===== src/rtl/qpc_pkg.sv =====
package qpc_pkg;
  localparam int OFF_W = 11;

  localparam logic [OFF_W-1:0] OFS_ADD_RD = 11'h000;
  localparam logic [OFF_W-1:0] OFS_ADD_WR = 11'h004;
  localparam logic [OFF_W-1:0] OFS_STS_RD = 11'h008;
  localparam logic [OFF_W-1:0] OFS_STS_WR = 11'h00C;
  localparam logic [OFF_W-1:0] OFS_SIZE   = 11'h010;
  localparam logic [OFF_W-1:0] OFS_FLAGS  = 11'h014;

  localparam int FLG_W   = 3;
  localparam int FLG_BIG = 0;
  localparam int FLG_OVF = 1;
  localparam int FLG_UNF = 2;

  typedef enum logic [2:0] {
    SEL_ADD_RD,
    SEL_ADD_WR,
    SEL_STS_RD,
    SEL_STS_WR,
    SEL_SIZE,
    SEL_FLAGS,
    SEL_NONE
  } qsel_e;
endpackage


===== src/rtl/qpc_decode.sv =====
module qpc_decode
  import qpc_pkg::*;
#(
  parameter int ADDR_W     = 19,
  parameter int NUM_QUEUES = 16,
  parameter int QIDX_W     = 4
) (
  input  logic [ADDR_W-1:0] addr,
  output logic [QIDX_W-1:0] qidx,
  output logic              hit,
  output qsel_e             sel
);
  localparam int QFIELD_W = ADDR_W - OFF_W;

  logic [QFIELD_W-1:0] qfield;
  logic [OFF_W-1:0]    offset;

  assign qfield = addr[ADDR_W-1:OFF_W];
  assign offset = addr[OFF_W-1:0];
  assign hit    = 32'(qfield) < NUM_QUEUES;
  assign qidx   = qfield[QIDX_W-1:0];

  always_comb begin
    case (offset)
      OFS_ADD_RD: sel = SEL_ADD_RD;
      OFS_ADD_WR: sel = SEL_ADD_WR;
      OFS_STS_RD: sel = SEL_STS_RD;
      OFS_STS_WR: sel = SEL_STS_WR;
      OFS_SIZE:   sel = SEL_SIZE;
      OFS_FLAGS:  sel = SEL_FLAGS;
      default:    sel = SEL_NONE;
    endcase
  end
endmodule


===== src/rtl/qpc_step.sv =====
module qpc_step
  import qpc_pkg::*;
#(
  parameter int PTR_W   = 18,
  parameter int SZ_W    = 5,
  parameter int MAX_ADD = 63
) (
  input  logic             we,
  input  qsel_e            sel,
  input  logic [31:0]      wdata,
  input  logic [PTR_W-1:0] rptr_i,
  input  logic [PTR_W-1:0] wptr_i,
  input  logic [SZ_W-1:0]  szlog_i,
  input  logic [FLG_W-1:0] flags_i,
  output logic [PTR_W-1:0] rptr_o,
  output logic [PTR_W-1:0] wptr_o,
  output logic [SZ_W-1:0]  szlog_o,
  output logic [FLG_W-1:0] flags_o
);
  localparam int MAX_SZLOG = PTR_W - 1;

  logic [PTR_W-1:0] inc;
  logic [PTR_W-1:0] occ;
  logic [PTR_W:0]   cap;
  logic [PTR_W:0]   fill_sum;
  logic             big;
  logic             ovf;
  logic             unf;

  assign inc      = wdata[PTR_W-1:0];
  assign big      = wdata > 32'(MAX_ADD);
  assign occ      = wptr_i - rptr_i;
  assign cap      = (PTR_W+1)'(1) << szlog_i;
  assign fill_sum = {1'b0, occ} + {1'b0, inc};
  assign ovf      = fill_sum > cap;
  assign unf      = inc > occ;

  always_comb begin
    rptr_o  = rptr_i;
    wptr_o  = wptr_i;
    szlog_o = szlog_i;
    flags_o = flags_i;
    if (we) begin
      case (sel)
        SEL_ADD_RD: begin
          if (big)      flags_o[FLG_BIG] = 1'b1;
          else if (unf) flags_o[FLG_UNF] = 1'b1;
          else          rptr_o = rptr_i + inc;
        end
        SEL_ADD_WR: begin
          if (big)      flags_o[FLG_BIG] = 1'b1;
          else if (ovf) flags_o[FLG_OVF] = 1'b1;
          else          wptr_o = wptr_i + inc;
        end
        SEL_SIZE: begin
          if (wdata <= 32'(MAX_SZLOG)) szlog_o = wdata[SZ_W-1:0];
        end
        SEL_FLAGS: flags_o = flags_i & ~wdata[FLG_W-1:0];
        default: ;
      endcase
    end
  end
endmodule


===== src/rtl/qpc_rdback.sv =====
module qpc_rdback
  import qpc_pkg::*;
#(
  parameter int PTR_W = 18,
  parameter int SZ_W  = 5
) (
  input  logic             clk,
  input  logic             rst,
  input  logic             rd_en,
  input  logic             hit,
  input  qsel_e            sel,
  input  logic [PTR_W-1:0] rptr,
  input  logic [PTR_W-1:0] wptr,
  input  logic [SZ_W-1:0]  szlog,
  input  logic [FLG_W-1:0] flags,
  output logic [31:0]      rdata,
  output logic             rvalid
);
  logic [31:0] value;

  always_comb begin
    value = '0;
    if (hit) begin
      case (sel)
        SEL_STS_RD: value = 32'(rptr);
        SEL_STS_WR: value = 32'(wptr);
        SEL_SIZE:   value = 32'(szlog);
        SEL_FLAGS:  value = 32'(flags);
        default:    value = '0;
      endcase
    end
  end

  always_ff @(posedge clk) begin
    if (rst) begin
      rvalid <= 1'b0;
      rdata  <= '0;
    end else begin
      rvalid <= rd_en;
      if (rd_en) rdata <= value;
    end
  end
endmodule


===== src/rtl/qpc_top.sv =====
module qpc_top
  import qpc_pkg::*;
#(
  parameter int NUM_QUEUES = 16,
  parameter int ADDR_W     = 19,
  parameter int PTR_W      = 18,
  parameter int MAX_ADD    = 63
) (
  input  logic              clk,
  input  logic              rst,
  input  logic              wr_en,
  input  logic              rd_en,
  input  logic [ADDR_W-1:0] addr,
  input  logic [31:0]       wdata,
  output logic [31:0]       rdata,
  output logic              rvalid
);
  localparam int QIDX_W    = (NUM_QUEUES > 1) ? $clog2(NUM_QUEUES) : 1;
  localparam int SZ_W      = $clog2(PTR_W);
  localparam int MAX_SZLOG = PTR_W - 1;

  logic [PTR_W-1:0] rptr_q  [NUM_QUEUES];
  logic [PTR_W-1:0] wptr_q  [NUM_QUEUES];
  logic [SZ_W-1:0]  szlog_q [NUM_QUEUES];
  logic [FLG_W-1:0] flags_q [NUM_QUEUES];

  logic [QIDX_W-1:0] qidx;
  logic              hit;
  qsel_e             sel;

  logic [PTR_W-1:0] cur_r, cur_w, nxt_r, nxt_w;
  logic [SZ_W-1:0]  cur_s, nxt_s;
  logic [FLG_W-1:0] cur_f, nxt_f;

  qpc_decode #(
    .ADDR_W(ADDR_W), .NUM_QUEUES(NUM_QUEUES), .QIDX_W(QIDX_W)
  ) u_decode (
    .addr(addr), .qidx(qidx), .hit(hit), .sel(sel)
  );

  assign cur_r = rptr_q[qidx];
  assign cur_w = wptr_q[qidx];
  assign cur_s = szlog_q[qidx];
  assign cur_f = flags_q[qidx];

  qpc_step #(
    .PTR_W(PTR_W), .SZ_W(SZ_W), .MAX_ADD(MAX_ADD)
  ) u_step (
    .we(wr_en && hit), .sel(sel), .wdata(wdata),
    .rptr_i(cur_r), .wptr_i(cur_w), .szlog_i(cur_s), .flags_i(cur_f),
    .rptr_o(nxt_r), .wptr_o(nxt_w), .szlog_o(nxt_s), .flags_o(nxt_f)
  );

  always_ff @(posedge clk) begin
    if (rst) begin
      for (int i = 0; i < NUM_QUEUES; i++) begin
        rptr_q[i]  <= '0;
        wptr_q[i]  <= '0;
        szlog_q[i] <= SZ_W'(MAX_SZLOG);
        flags_q[i] <= '0;
      end
    end else if (wr_en && hit) begin
      rptr_q[qidx]  <= nxt_r;
      wptr_q[qidx]  <= nxt_w;
      szlog_q[qidx] <= nxt_s;
      flags_q[qidx] <= nxt_f;
    end
  end

  qpc_rdback #(
    .PTR_W(PTR_W), .SZ_W(SZ_W)
  ) u_rdback (
    .clk(clk), .rst(rst), .rd_en(rd_en), .hit(hit), .sel(sel),
    .rptr(cur_r), .wptr(cur_w), .szlog(cur_s), .flags(cur_f),
    .rdata(rdata), .rvalid(rvalid)
  );

  // a read request is answered in the next cycle
  a_r11_read_valid: assert property (@(posedge clk) disable iff (rst)
    rd_en |=> rvalid);

  // no read data appears without a request
  a_r11_no_spurious: assert property (@(posedge clk) disable iff (rst)
    rvalid |-> $past(rd_en));

  // unused upper read bits stay zero
  a_r3_upper_zero: assert property (@(posedge clk) disable iff (rst)
    rvalid |-> (rdata[31:PTR_W] == '0));

  // an oversize add raises the sticky error bit
  a_r4_big_sets_flag: assert property (@(posedge clk) disable iff (rst)
    (wr_en && hit && (sel == SEL_ADD_RD || sel == SEL_ADD_WR) && wdata > 32'(MAX_ADD))
    |=> flags_q[$past(qidx)][FLG_BIG]);

  // after a write-pointer add the ring is within size or overflow is flagged
  a_r6_no_overflow: assert property (@(posedge clk) disable iff (rst)
    (wr_en && hit && sel == SEL_ADD_WR)
    |=> (({1'b0, (wptr_q[$past(qidx)] - rptr_q[$past(qidx)])}
          <= ((PTR_W+1)'(1) << szlog_q[$past(qidx)]))
         || flags_q[$past(qidx)][FLG_OVF]));
endmodule


===== config.mk =====
export PLATFORM = sky130hd
export DESIGN_NAME = qpc_top
export DESIGN_NICKNAME = d
export VERILOG_FILES = /design/src/rtl/qpc_pkg.sv /design/src/rtl/qpc_decode.sv /design/src/rtl/qpc_step.sv /design/src/rtl/qpc_rdback.sv /design/src/rtl/qpc_top.sv
export SDC_FILE = /design/constraint.sdc
export NUM_CORES = 1
export LEC_CHECK = 0
export CAP_MARGIN = 10
export CORE_ASPECT_RATIO = 0.6
export CORE_MARGIN = 2
export CORE_UTILIZATION = 40
export CTS_CLUSTER_SIZE = 25
export DETAILED_ROUTE_END_ITERATION = 7
export PLACE_DENSITY_LB_ADDON = 0.08
export SYNTH_ARGS = -nofsm -noshare
export SYNTH_HDL_FRONTEND = slang
export SYNTH_HIERARCHICAL = 1
export SYNTH_SLANG_ARGS = --single-unit
export TNS_END_PERCENT = 50

===== constraint.sdc =====
create_clock -name clk -period 11.6 [get_ports clk]
set_input_delay 1.16 -clock clk [delete_from_list [all_inputs] [get_ports clk]]
set_output_delay 1.16 -clock clk [all_outputs]
set_load 0.01 [all_outputs]

==> impl_results.md <==
- CP bufs+invs: 3
- Yosys cell types: 79
- P_leak: 13.8 nW
- Worst r2r path cells: 33
- Fraction of registers with async set/reset: 0%
- Reg-to-reg startpoint: rptr_q[0][0]
- Total GRT Usage: between 20% and 30%
- Post-DP HPWL: around 71000 um
- DRC violations left: 0
- Fmax: 99.2 MHz
- Fin crit share: about 87%
- Num rows: 85
- Peak VDD IR: roughly 0.000094 V
- Post-CTS setup buffers: 0
- Fin nets: 3093
- Number of synthesized register bits: 723
- Critical path arrival: 10590 ps
- Seq pwr share: 45.0%
- Worst Setup EP: wptr_q[6][10]
- CP startpoint kind: input port
- Die width: 394 um
- Synthesized instance count: 2895
- Min Tclk post-route: 10080 ps
- Post-synth EDFFs: 704
- Synth Flop Type: edfxtp_1
- # IOs: 88
- Final Util: 45.0%
- CP endpoint kind: flip-flop
- Required @ worst endpoint: roughly 12000 ps
- Final Skew: 19.2 ps
- Outcome: completed
- Psw: 0.00192 W
- Crit Path Category: in2reg
- CTS Buffer Depth: 3
- Internal reg-to-reg setup slack: around 2500 ps
- Clock-pin slew on the worst setup and hold paths: 60 ps
- Clk sinks: 723
- Mapped cell area: 36500 sq um
- CTS tree: done
- Syn avg cell area: 12.6 sq um
- Max-slew violations: 0
- Final setup TNS: 0 ps
- Final setup violation count: 0
- CTS Hold Bufs: 0
- Comb power frac: roughly a fifth
- DR iter-0 viols: 2689
- Yosys warnings: 6
- Die Ht: 238 um
- Critical path depth in cells: 35
- Crit path top cell by count: a21o_1
- Hold WC Path Type: reg2reg
- Cts bufs inserted: 71
- Per-cell routed wire length: 28.3 um
- PortBufs: 73
- Total grt overflow: 0
- Core area: 90100 sq um
- Slew HR: 12.8%
- Post-cts sizing count: 0
- Critical Path Slowest Stage Cell: clkdlybuf4s50_1
- First-pass GRT wire length: 170000 um
- Final hold viol count: 0
- Cell internal pwr: between 0.004 and 0.005 W
- Critical Path Source: addr[13]
- Initial Utilization: 40.5%
- Final ANT Viol Nets: 0
- Via/cell ratio: roughly 6
- Power Dens Cells: 162 nW/um^2
- Largest stage delay, worst path: 760 ps
- Sequential fraction of the synthesis area: 58.9%
- Synth-to-Final Area Change: 11.1%
- Worst r2r dst: wptr_q[6][10]
- Clk network pwr share: 34.3%
- Routability cong.: 0.905
- Crit-path max FO: 39
- Pin count of the biggest net entering global routing: 71
- RSZ-0062 raised after global routing: no
- Initial antenna violation count: 3
- DIE AREA: ~94000 sq um
- CTS Root Cell: clkbuf_16
- Fraction of layout cells with a size suffix above 1: 14.2%
- Via count: 24500
- Clock latency on the worst-skew pair: roughly 670 ps
- Detailed Routing Iterations Pass 1: 6
- H-Tree Depth: 3
- Max-Cap Viols: 0
- Actual slew at the worst max-slew pin: 1300 ps
- Switching share of total power: 29.1%
- Top delay family on crit path: compound AO/OA/AOI/OAI gates
- Via count of the first global-routing pass: 24100
- Routed WL: 119000 um
==> power groups by stage <==
stage / clock (W) / combinational (W) / sequential, W
3_5_place_dp: 0 / 0.00132 / 0.00301
4_1_cts: 0.00229 / 0.00133 / 0.00296
2_1_floorplan: 0 / 0.000890 / 0.00301
5_1_grt: 0.00239 / 0.00147 / 0.00296
3_3_place_gp: 0 / 0.00132 / 0.00301
6_report: 0.00225 / 0.00137 / 0.00296
==> layer usage <==
| layer | routed length [um] | track usage (%) | up-vias |
|---|---|---|---|
| met2 | 50400 | 37.0 | 1040 |
| met4 | 2490 | 5.83 | 0 |
| met5 | 0 | 0 | - |
| met1 | 56200 | 38.8 | 12700 |
| li1 | - | - | 10600 |
| met3 | 9420 | 4.77 | 144 |
==> sequential cells by signal, indices dropped and copies added, names as in the netlist <==
signal / count
rptr_q: 288
szlog_q: 80
u_rdback/rdata: 18
u_rdback/rvalid: 1
wptr_q: 288
flags_q: 48
==> worst min path at each step <==
stage                                  from           endpoint  slack (ps)  cells past startpoint
after floorplan           u_rdback/rdata[0]  u_rdback/rdata[0]         500                      2
after global placement    u_rdback/rdata[1]  u_rdback/rdata[1]         490                      2
after detailed placement  u_rdback/rdata[1]  u_rdback/rdata[1]         490                      2
after CTS                 u_rdback/rdata[1]  u_rdback/rdata[1]         500                      2
after global routing      u_rdback/rdata[2]  u_rdback/rdata[2]         520                      2
final                     u_rdback/rdata[1]  u_rdback/rdata[1]         500                      2
==> worst min-delay path: stages, from the launching register on <==
cell	delay [ps]
dfxtp_1	310
inv_1	60
o32ai_1	80
==> logic make-up (layout without fill, tap and decap cells) <==
family	after synthesis	in the layout	synth area share [%]
and+or+nand+nor	1200	1200	13.6
muxes	220	220	12.3
DFF	723	723	58.9
buffers and inverters	258	326	3.60
xor gates and xnor gates	56	56	1.34
adders and majority gates	117	117	4.09
other	1	15	0.0103
AOI/OAI and AO/OA	320	320	6.14
==> Yosys cell counts (5+ instances only) <==
library cell / count / share of area (%)
a211oi_1: 9 / 0.19
a21o_1: 42 / 0.86
a21oi_1: 52 / 0.71
a21oi_2: 14 / 0.34
a22oi_1: 89 / 1.8
a31oi_1: 7 / 0.12
and2_1: 7 / 0.12
and2b_1: 6 / 0.12
and3_1: 10 / 0.17
buf_1: 7 / 0.072
buf_2: 55 / 0.75
buf_4: 27 / 0.56
buf_6: 19 / 0.59
clkbuf_1: 85 / 0.87
dfxtp_1: 19 / 1.0
edfxtp_1: 704 / 58
ha_1: 113 / 3.9
inv_1: 62 / 0.64
mux2_2: 19 / 0.59
mux2_4: 12 / 0.49
mux2i_1: 11 / 0.30
mux4_2: 176 / 11
nand2_1: 303 / 3.1
nand2b_1: 19 / 0.33
nand3_1: 17 / 0.23
nand3b_1: 7 / 0.14
nor2_1: 739 / 7.6
nor2b_1: 26 / 0.45
nor3_1: 15 / 0.21
nor4_1: 13 / 0.22
o211ai_1: 6 / 0.12
o21a_1: 7 / 0.14
o21ai_0: 44 / 0.60
o21bai_1: 5 / 0.10
or3_1: 5 / 0.086
or4_1: 6 / 0.12
xnor2_1: 29 / 0.70
xor2_1: 27 / 0.65
==> placed cells by master, fill, tap and decap left out, types with 19 or more instances in the layout <==
cell,netlist,routed
a21oi_1,52,52
buf_4,27,58
edfxtp_1,704,704
nor2_1,739,738
a22oi_1,89,89
ha_1,113,113
xnor2_1,29,29
inv_1,62,62
dfxtp_1,19,19
mux2_2,19,19
o21ai_0,44,43
nor2b_1,26,24
clkbuf_1,85,25
mux4_2,176,176
nand2_1,303,303
a21o_1,42,26
clkdlybuf4s50_1,0,70
clkbuf_16,0,72
xor2_1,27,27
==> per-stage QoR <==
step	power, W	area (sq um)	instances	worst slack, ps	hold WS (ps)
after floorplan	0.00390	36600	2908	2800	497
after global placement	0.00433	38300	4065	1180	487
after detailed placement	0.00434	38300	4066	1130	491
after CTS	0.00658	40500	4194	1800	501
after global routing	0.00682	40500	4195	963	524
final	0.00658	40500	4195	1520	504
==> area by class of cell <==
cell class / instances / area (sq um)
repair buffers: 135 / 1250
inverters: 63 / 236
clock buffers: 101 / 1950
fillers: 8225 / 49500
diodes: 1 / 2.50
well taps: 1218 / 1520
multi-input cells: 1927 / 13800
flip-flops and latches: 723 / 21500
clock inverters: 27 / 245
(Power assumes the default switching activity.)
